===== src/rtl/tsc_pkg.sv =====
package tsc_pkg;
  localparam int BUS_W     = 32;
  localparam int CNT_W     = 2 * BUS_W;
  localparam int HALVES    = CNT_W / BUS_W;
  localparam int PRESC_W   = 16;
  localparam int PRESC_LSB = BUS_W - PRESC_W;
  localparam int ADDR_W    = 8;

  localparam logic [ADDR_W-1:0] OFF_CTRL   = 8'h68;
  localparam logic [ADDR_W-1:0] OFF_LIVELO = 8'h6C;
  localparam logic [ADDR_W-1:0] OFF_LIVEHI = 8'h70;
  localparam logic [ADDR_W-1:0] OFF_STGLO  = 8'h74;
  localparam logic [ADDR_W-1:0] OFF_STGHI  = 8'h78;
  localparam logic [ADDR_W-1:0] OFF_CAPLO  = 8'h7C;
  localparam logic [ADDR_W-1:0] OFF_CAPHI  = 8'h80;

  // command bits inside the control word
  localparam int CMD_GO_BIT   = 0;
  localparam int CMD_LOAD_BIT = 1;

  typedef struct packed {
    logic               snapStb;
    logic               loadStb;
    logic [CNT_W-1:0]   loadVal;
    logic [PRESC_W-1:0] prescVal;
  } tsStrobes_t;
endpackage


===== src/rtl/tsc_prescaler.sv =====
module tsc_prescaler
  import tsc_pkg::*;
#(
  parameter int DIV_W = PRESC_W
) (
  input  logic             clk,
  input  logic             rstN,
  input  logic             restart,
  input  logic [DIV_W-1:0] divVal,
  output logic             tick
);
  logic [DIV_W-1:0] phase;

  // reaching or passing the limit both end the period
  assign tick = (phase >= divVal);

  always_ff @(posedge clk) begin
    if (!rstN) begin
      phase <= '0;
    end else if (restart || tick) begin
      phase <= '0;
    end else begin
      phase <= phase + 1'b1;
    end
  end
endmodule


===== src/rtl/tsc_datapath.sv =====
module tsc_datapath
  import tsc_pkg::*;
(
  input  logic             clk,
  input  logic             rstN,
  input  tsStrobes_t       stb,
  output logic [CNT_W-1:0] cntVal,
  output logic [CNT_W-1:0] latVal
);
  logic tick;

  tsc_prescaler #(.DIV_W(PRESC_W)) u_presc (
    .clk     (clk),
    .rstN    (rstN),
    .restart (stb.loadStb),
    .divVal  (stb.prescVal),
    .tick    (tick)
  );

  always_ff @(posedge clk) begin
    if (!rstN) begin
      cntVal <= '0;
    end else if (stb.loadStb) begin
      cntVal <= stb.loadVal;
    end else if (tick) begin
      cntVal <= cntVal + 1'b1;
    end
  end

  // capture words, one register per bus-width slice
  for (genvar h = 0; h < HALVES; h++) begin : g_cap
    logic [BUS_W-1:0] capHalf;
    always_ff @(posedge clk) begin
      if (!rstN) begin
        capHalf <= '0;
      end else if (stb.snapStb) begin
        capHalf <= cntVal[h*BUS_W +: BUS_W];
      end
    end
    assign latVal[h*BUS_W +: BUS_W] = capHalf;
  end
endmodule


===== src/rtl/tsc_ctrl.sv =====
module tsc_ctrl
  import tsc_pkg::*;
(
  input  logic              clk,
  input  logic              rstN,
  input  logic              wrEn,
  input  logic              rdEn,
  input  logic [ADDR_W-1:0] addr,
  input  logic [BUS_W-1:0]  wrData,
  input  logic [CNT_W-1:0]  cntVal,
  input  logic [CNT_W-1:0]  latVal,
  output tsStrobes_t        stb,
  output logic [BUS_W-1:0]  rdData
);
  logic [PRESC_W-1:0] prescReg;
  logic [CNT_W-1:0]   stageVal;
  logic               ctrlHit;

  assign ctrlHit = wrEn && (addr == OFF_CTRL);

  localparam logic [ADDR_W-1:0] STG_OFF [HALVES] = '{OFF_STGLO, OFF_STGHI};

  for (genvar h = 0; h < HALVES; h++) begin : g_stage
    logic [BUS_W-1:0] stgHalf;
    always_ff @(posedge clk) begin
      if (!rstN) begin
        stgHalf <= '0;
      end else if (wrEn && (addr == STG_OFF[h])) begin
        stgHalf <= wrData;
      end
    end
    assign stageVal[h*BUS_W +: BUS_W] = stgHalf;
  end

  always_ff @(posedge clk) begin
    if (!rstN) begin
      prescReg <= '0;
    end else if (ctrlHit) begin
      prescReg <= wrData[PRESC_LSB +: PRESC_W];
    end
  end

  always_comb begin
    stb.snapStb  = ctrlHit && wrData[CMD_GO_BIT] && !wrData[CMD_LOAD_BIT];
    stb.loadStb  = ctrlHit && wrData[CMD_GO_BIT] && wrData[CMD_LOAD_BIT];
    stb.loadVal  = stageVal;
    stb.prescVal = prescReg;
  end

  always_comb begin
    rdData = '0;
    if (rdEn) begin
      unique case (addr)
        OFF_CTRL:   rdData = {prescReg, {PRESC_LSB{1'b0}}};
        OFF_LIVELO: rdData = cntVal[0 +: BUS_W];
        OFF_LIVEHI: rdData = cntVal[BUS_W +: BUS_W];
        OFF_STGLO:  rdData = stageVal[0 +: BUS_W];
        OFF_STGHI:  rdData = stageVal[BUS_W +: BUS_W];
        OFF_CAPLO:  rdData = latVal[0 +: BUS_W];
        OFF_CAPHI:  rdData = latVal[BUS_W +: BUS_W];
        default:    rdData = '0;
      endcase
    end
  end
endmodule


===== src/rtl/tsc_timer.sv =====
module tsc_timer
  import tsc_pkg::*;
(
  input  logic              clk,
  input  logic              rstN,
  input  logic              wrEn,
  input  logic              rdEn,
  input  logic [ADDR_W-1:0] addr,
  input  logic [BUS_W-1:0]  wrData,
  output logic [BUS_W-1:0]  rdData
);
  tsStrobes_t       strobes;
  logic [CNT_W-1:0] cntVal;
  logic [CNT_W-1:0] latVal;

  tsc_ctrl u_ctrl (
    .clk    (clk),
    .rstN   (rstN),
    .wrEn   (wrEn),
    .rdEn   (rdEn),
    .addr   (addr),
    .wrData (wrData),
    .cntVal (cntVal),
    .latVal (latVal),
    .stb    (strobes),
    .rdData (rdData)
  );

  tsc_datapath u_dp (
    .clk    (clk),
    .rstN   (rstN),
    .stb    (strobes),
    .cntVal (cntVal),
    .latVal (latVal)
  );
endmodule


===== config.mk =====
export PLATFORM = sky130hd
export DESIGN_NAME = tsc_timer
export DESIGN_NICKNAME = d
export VERILOG_FILES = /design/src/rtl/tsc_pkg.sv /design/src/rtl/tsc_prescaler.sv /design/src/rtl/tsc_datapath.sv /design/src/rtl/tsc_ctrl.sv /design/src/rtl/tsc_timer.sv
export SDC_FILE = /design/constraint.sdc
export NUM_CORES = 1
export LEC_CHECK = 0
export BUFFER_PORTS_ARGS = -buffer_cell sky130_fd_sc_hd__buf_4
export CAP_MARGIN = 20
export CORE_ASPECT_RATIO = 0.7
export CORE_UTILIZATION = 65
export DETAILED_ROUTE_END_ITERATION = 8
export PLACE_DENSITY = 0.85
export SYNTH_ARGS = -nofsm -noshare
export SYNTH_HDL_FRONTEND = slang
export SYNTH_SLANG_ARGS = --single-unit

===== constraint.sdc =====
create_clock -name clk -period 5.76 [get_ports clk]
set_input_delay 1.152 -clock clk [delete_from_list [all_inputs] [get_ports clk]]
set_output_delay 1.152 -clock clk [all_outputs]
set_load 0.01 [all_outputs]

==> results.ini, run 1 <==
[cts]
cts_made_buffers = 22
cts_setup_buffers = 0
root_buffer = clkbuf_16
clkTransAtPathRegs_ps = 60
clk_latency_ps = 520
ctsResizeCount = 0
ctsHoldBuffers = 0
cts_tree = yes
cts.sinks = 224
clockBufferDepth = 3
htreeDepth = 1

[global_route]
grt_pass1_wl_um = 63000
grt_util_all_layers = 0.432
grt-ovfl-total = 0
grt_start_max_net_pins = 88
antenna_found_initial = 0
grt_pass1_vias = 11500

[floorplanning]
pin_count = 76
die-area_mm2 = 0.0186
start_util = 0.673
num_rows = 40
core-area_mm2 = 0.0174
die_w_um = 162
dieHeight_um = 114

[sta]
maxSlewViolCount = 0
post-route-period-util = 0.814
skew_ps = 18.9
setup_viol = 0
tns_ps = 0
tightestPinTransition_ps = 1160
fin_ws_ps = 1070
holdWs_ps = 453
max-slew-margin-rel = 0.219
rsz0062_at_grt = false
clock.fmax_ghz = 0.213
fin_crit_ps = 4690
final-hold-violation-count = 0

[route]
avgViaCountPerCell = 7.05
ant_nets = 0
initialDrtViolationCount = 2380
finalWirelength_um = 40500
dr.pass1.iters = 9
drt-wirelength-per-cell_um = 22.9
drc_errors = 0
route.vias.total = 12500

[pwr]
max-vdd-ir-drop_mv = 0.222
p_seq_frac = 0.497
p_total_w = 0.00313
p_clk_frac = 0.466
p_per_area_mw_per_mm2 = 239
switchingPower_w = 0.000697
combPwrFrac = 0.037
switching_share = 0.222
p_leak_nw = 4.08
p_int_w = 0.00244

[layout]
area_growth_pct = 11.9
fin_nets = 1584
final.fill_count = 1334
seqCellArea_mm2 = 0.00448
utilization = 0.753
n_antenna_cell = 0
multi_input_area_mm2 = 0.00670
layout-drive-gt1-share = 0.139

[worst_setup_path]
startpoint_type = primary input
r2r_setup_slack_ps = 2150
crit_type = in -> out
crit_start = addr[3]
cp_max_fo = 26
arrival_ps = 3530
reg2reg_depth = 6
r2r-end = u_dp.cntVal[37]
r2r-start = u_dp.cntVal[3]
worstPathRequired_ps = 4610
cp-endpoint = rdData[17]
end_kind = output pin

[flow_run]
cap_violations = 0

[logic_synthesis]
synth_edf_count = 0
ys_ff_latch = 224
netlist_area_mm2 = 0.0117
avgSynthCellArea_um2 = 7.76
yosys_warnings = 0
synth.yosys.seq_area_share = 0.383
synth_ff_type = dfxtp_1
synth_fp_nets = 1572
synth_cell_types = 72
ys_async_sr_fraction = 0
syn_inst = 1510

[place]
place_hpwl_um = 26800
place_congestion = 0.997
dp_slack_ps = 1250
portBuffers = 75

[outcome]
status = finished, final reports clean

[hold_path]
worstHoldPathCells = 2
hold_class = reg -> reg

per-layer routing:
layer	share of wire	vias to the layer above	global-route usage	wire [µm]
met4	0.050	0	0.188	2030
li1	-	5449	-	-
met5	0	-	0.0107	0
met2	0.40	1081	0.621	16300
met3	0.16	206	0.118	6330
met1	0.39	5726	0.604	15800
synthesized netlist by cell type (12+ instances only):
cell | number | area share
a22o_1 | 26 | 0.019
nand2_1 | 405 | 0.13
o21ai_0 | 44 | 0.019
a311oi_2 | 16 | 0.021
nand3_1 | 40 | 0.017
and3_1 | 17 | 0.0091
mux2_2 | 25 | 0.024
inv_1 | 25 | 0.0080
nor3_1 | 17 | 0.0073
xnor2_1 | 35 | 0.026
nand4_1 | 29 | 0.015
dfxtp_1 | 224 | 0.38
ha_1 | 18 | 0.019
a222oi_1 | 32 | 0.027
a31oi_1 | 17 | 0.0091
clkbuf_1 | 96 | 0.031
xor2_1 | 12 | 0.0090
o21ai_1 | 13 | 0.0056
nor2_1 | 48 | 0.015
a21oi_1 | 215 | 0.092
o41ai_1 | 12 | 0.0090
state kept, by name, summed over array words and instances (netlist names):
register,cells
u_ctrl.prescReg,16
u_dp.u_presc.phase,16
u_ctrl.g_stage.stgHalf,64
u_dp.cntVal,64
u_dp.g_cap.capHalf,64
cell usage in the layout, fill, tap and decap left out, types with 5 or more instances in the layout:
master | synthesis | routed
nand2_1 | 405 | 405
dfxtp_1 | 224 | 224
a21oi_1 | 215 | 215
buf_4 | 6 | 106
nor2_1 | 48 | 47
o21ai_0 | 44 | 44
nand3_1 | 40 | 39
xnor2_1 | 35 | 35
a222oi_1 | 32 | 32
nand4_1 | 29 | 29
a22o_1 | 26 | 26
mux2_2 | 25 | 25
inv_1 | 25 | 24
clkbuf_16 | 0 | 23
ha_1 | 18 | 18
a31oi_1 | 17 | 17
and3_1 | 17 | 16
a311oi_2 | 16 | 16
nor3_1 | 17 | 15
xor2_1 | 12 | 12
o41ai_1 | 12 | 12
o21ai_1 | 13 | 12
a22oi_1 | 10 | 10
nor4_1 | 11 | 10
o311ai_0 | 9 | 9
mux4_2 | 7 | 7
and2_1 | 6 | 6
o21a_1 | 6 | 6
and4_1 | 6 | 6
clkbuf_8 | 0 | 6
or2_2 | 5 | 5
layout make-up:
type | count | share of cell area
Clock buffer | 33 | 0.0514
Tap cell | 231 | 0.0221
Inverter | 25 | 0.00735
Clock inverter | 5 | 0.00382
Multi-Input combinational cell | 1142 | 0.511
Sequential cell | 224 | 0.342
Timing Repair Buffer | 107 | 0.0622
worst min path at each step:
stage,end,slack [ps],from
floorplan,u_dp.g_cap[0].capHalf[0],430,u_dp.g_cap[0].capHalf[0]
global placement,u_dp.g_cap[0].capHalf[15],440,u_dp.g_cap[0].capHalf[15]
detailed placement,u_dp.g_cap[0].capHalf[8],450,u_dp.g_cap[0].capHalf[8]
CTS,u_dp.g_cap[0].capHalf[8],450,u_dp.g_cap[0].capHalf[8]
global route,u_dp.g_cap[1].capHalf[13],470,u_dp.g_cap[1].capHalf[13]
finish,u_dp.g_cap[0].capHalf[8],450,u_dp.g_cap[0].capHalf[8]
worst max-delay path, cell delays in order:
cell and delay [ps]:
buf_4 390, or4b_1 590, nor2_2 810, a222oi_1 170
a21oi_1 260, buf_4 150
per-stage QoR:
step / cells / instance area [µm²]
after detailed placement: 1729 / 12400
after CTS: 1767 / 13100
after global routing: 1767 / 13100
after global placement: 1729 / 12400
final: 1767 / 13100
after floorplan: 1510 / 11700
power groups by stage:
stage / sequential [W] / clock (W) / combinational (W)
2_1_floorplan: 0.00159 / 0 / 0.0000555
3_3_place_gp: 0.00159 / 0 / 0.000109
3_5_place_dp: 0.00159 / 0 / 0.000110
6_report: 0.00156 / 0.00146 / 0.000117
4_1_cts: 0.00156 / 0.00145 / 0.000111
5_1_grt: 0.00156 / 0.00152 / 0.000120
cell families (layout without fill, tap and decap cells):
| logic type | after synthesis | count (layout) | synth area share |
|---|---|---|---|
| AOI/OAI and AO/OA | 429 | 429 | 0.241 |
| muxes | 32 | 32 | 0.0375 |
| and+or+nand+nor | 616 | 616 | 0.234 |
| adders and majority gates | 18 | 18 | 0.0192 |
| DFF | 224 | 224 | 0.383 |
| buffers and inverters | 144 | 170 | 0.0506 |
| xor gates and xnor gates | 47 | 47 | 0.0351 |
No activity file was read; power rests on OpenSTA's default activity.
==> inputs of run 2 (changes only) <==
Settings changed: CORE_UTILIZATION 65 to 55, PLACE_DENSITY 0.85 to 0.76.
Clock period 5.76 ns to 4.2 ns, I/O delays scaled along.
==> run 2 against run 1 <==
  * Sequential share of layout area shrank 0.82 points
  * Global-route usage decreased by 5.4 points
  * Clock skew decreased by 8.0 ps
  * Register-to-register slack worse by 1400 ps
  * Largest power group is now clock
==> results.ini, run 2 (synthesized netlist as in run 1, its figures left out) <==
[outcome]
status = finished, final reports clean

[layout]
final.fill_count = 1806
layout-drive-gt1-share = 0.153
finalNonFillerCells = 1839
top_regs = u_ctrl.g_stage.stgHalf x64, u_dp.cntVal x64, u_dp.g_cap.capHalf x64
final_cell_mix = nand2_1, dfxtp_1, a21oi_1
multi_input_area_mm2 = 0.00670
fin_nets = 1609
seqCellArea_mm2 = 0.00448
final_common_cell = nand2_1
final_area_mm2 = 0.0134
n_antenna_cell = 0
area_growth_pct = 14.6

[cts]
cts_tree = yes
cts.sinks = 224
cts_setup_buffers = 0
clkTransAtPathRegs_ps = 60
root_buffer = clkbuf_16
clockBufferDepth = 3
cts_made_buffers = 23
htreeDepth = 1
ctsHoldBuffers = 0
ctsResizeCount = 0
clk_latency_ps = 520

[global_route]
grt_util_all_layers = 0.378
grt_pass1_wl_um = 64100
antenna_found_initial = 1
grt_start_max_net_pins = 73
grt_pass1_vias = 11100
grt-ovfl-total = 0

[sta]
clock.fmax_ghz = 0.265
rsz0062_at_grt = false
fin_crit_ps = 3770
skew_ps = 10.9
setup_viol = 0
final-hold-violation-count = 0
maxSlewViolCount = 0
max-slew-margin-rel = 0.302
tns_ps = 0
post-route-period-util = 0.897
tightestPinTransition_ps = 1040

[pwr]
p_total_w = 0.00454
max-vdd-ir-drop_mv = 0.327
p_leak_nw = 4.24
p_per_area_mw_per_mm2 = 338

[route]
finalWirelength_um = 41500
dr.pass1.iters = 9
route.vias.total = 12200
ant_nets = 0
avgViaCountPerCell = 6.65
initialDrtViolationCount = 1877
drc_errors = 0
drt-wirelength-per-cell_um = 22.6

[worst_setup_path]
cp_max_fo = 29
crit_top_cell = buf_4
arrival_ps = 2930
cp_cell_sequence = buf_4 > or4b_1 > nor2_2 > buf_4 > a222oi_1 > a21oi_1 > buf_4
worstPathRequired_ps = 3360
crit_family = simple AND/OR/NAND/NOR gates
startpoint_type = primary input
cpPeakStageDelay_ps = 590
worst-path-buf-inv = 3
end_kind = output pin
crit_type = in -> out
critPathSlowestCell = or4b_1

[place]
portBuffers = 75
place_congestion = 0.965
place_hpwl_um = 28400
placed_cell_area_mm2 = 0.0126
dp_cells = 1798

[floorplanning]
core-area_mm2 = 0.0208
num_rows = 44
dieHeight_um = 124
start_util = 0.563
pin_count = 76
die_w_um = 176
die-area_mm2 = 0.0219

[hold_path]
hold_class = reg -> reg

[flow_run]
cap_violations = 0

run 2: where the power goes:
| part | internal [W] | switching [W] |
|---|---|---|
| clock | 0.00137 | 0.000871 |
| combinational | 0.0000525 | 0.000114 |
| sequential | 0.00213 | 0.00000641 |
run 2: per-layer routing:
metal	global-route usage	wire length, µm	up-vias
met4	0.140	1510	2
li1	-	-	5503
met3	0.106	6020	129
met2	0.536	16900	919
met5	0	40	-
met1	0.541	17000	5684
run 2: through the flow:
stage	setup WS, ps	util	hold slack [ps]
3_3_place_gp	617	0.606	438
4_1_cts	540	0.645	454
6_report	432	0.645	454
2_1_floorplan	904	-	433
3_5_place_dp	547	0.606	445
5_1_grt	356	0.645	475
run 2: path summary, 6_finish.rpt:
check | startpoint | to | slack (ps) | cells past startpoint
worst max-delay path | addr[3] | rdData[26] | 430 | 7
worst min-delay path | u_dp.g_cap[0].capHalf[8] | u_dp.g_cap[0].capHalf[8] | 450 | 2
worst max register to register | u_ctrl.prescReg[13] | u_dp.cntVal[37] | 750 | 9
worst min register to register | u_dp.g_cap[0].capHalf[8] | u_dp.g_cap[0].capHalf[8] | 450 | 2
run 2: layout make-up:
cell class | count | share of cell area
flip-flops and latches | 224 | 0.334
well taps | 276 | 0.0257
inverters | 25 | 0.00717
clock inverters | 10 | 0.0130
clock buffers | 31 | 0.0473
repair buffers | 131 | 0.0742
multi-input cells | 1142 | 0.499
run 2: tightest hold or removal path, cell delays in order (launching register included):
cell     delay (ps)
dfxtp_1         310
nand2_1          50
a21oi_1          50
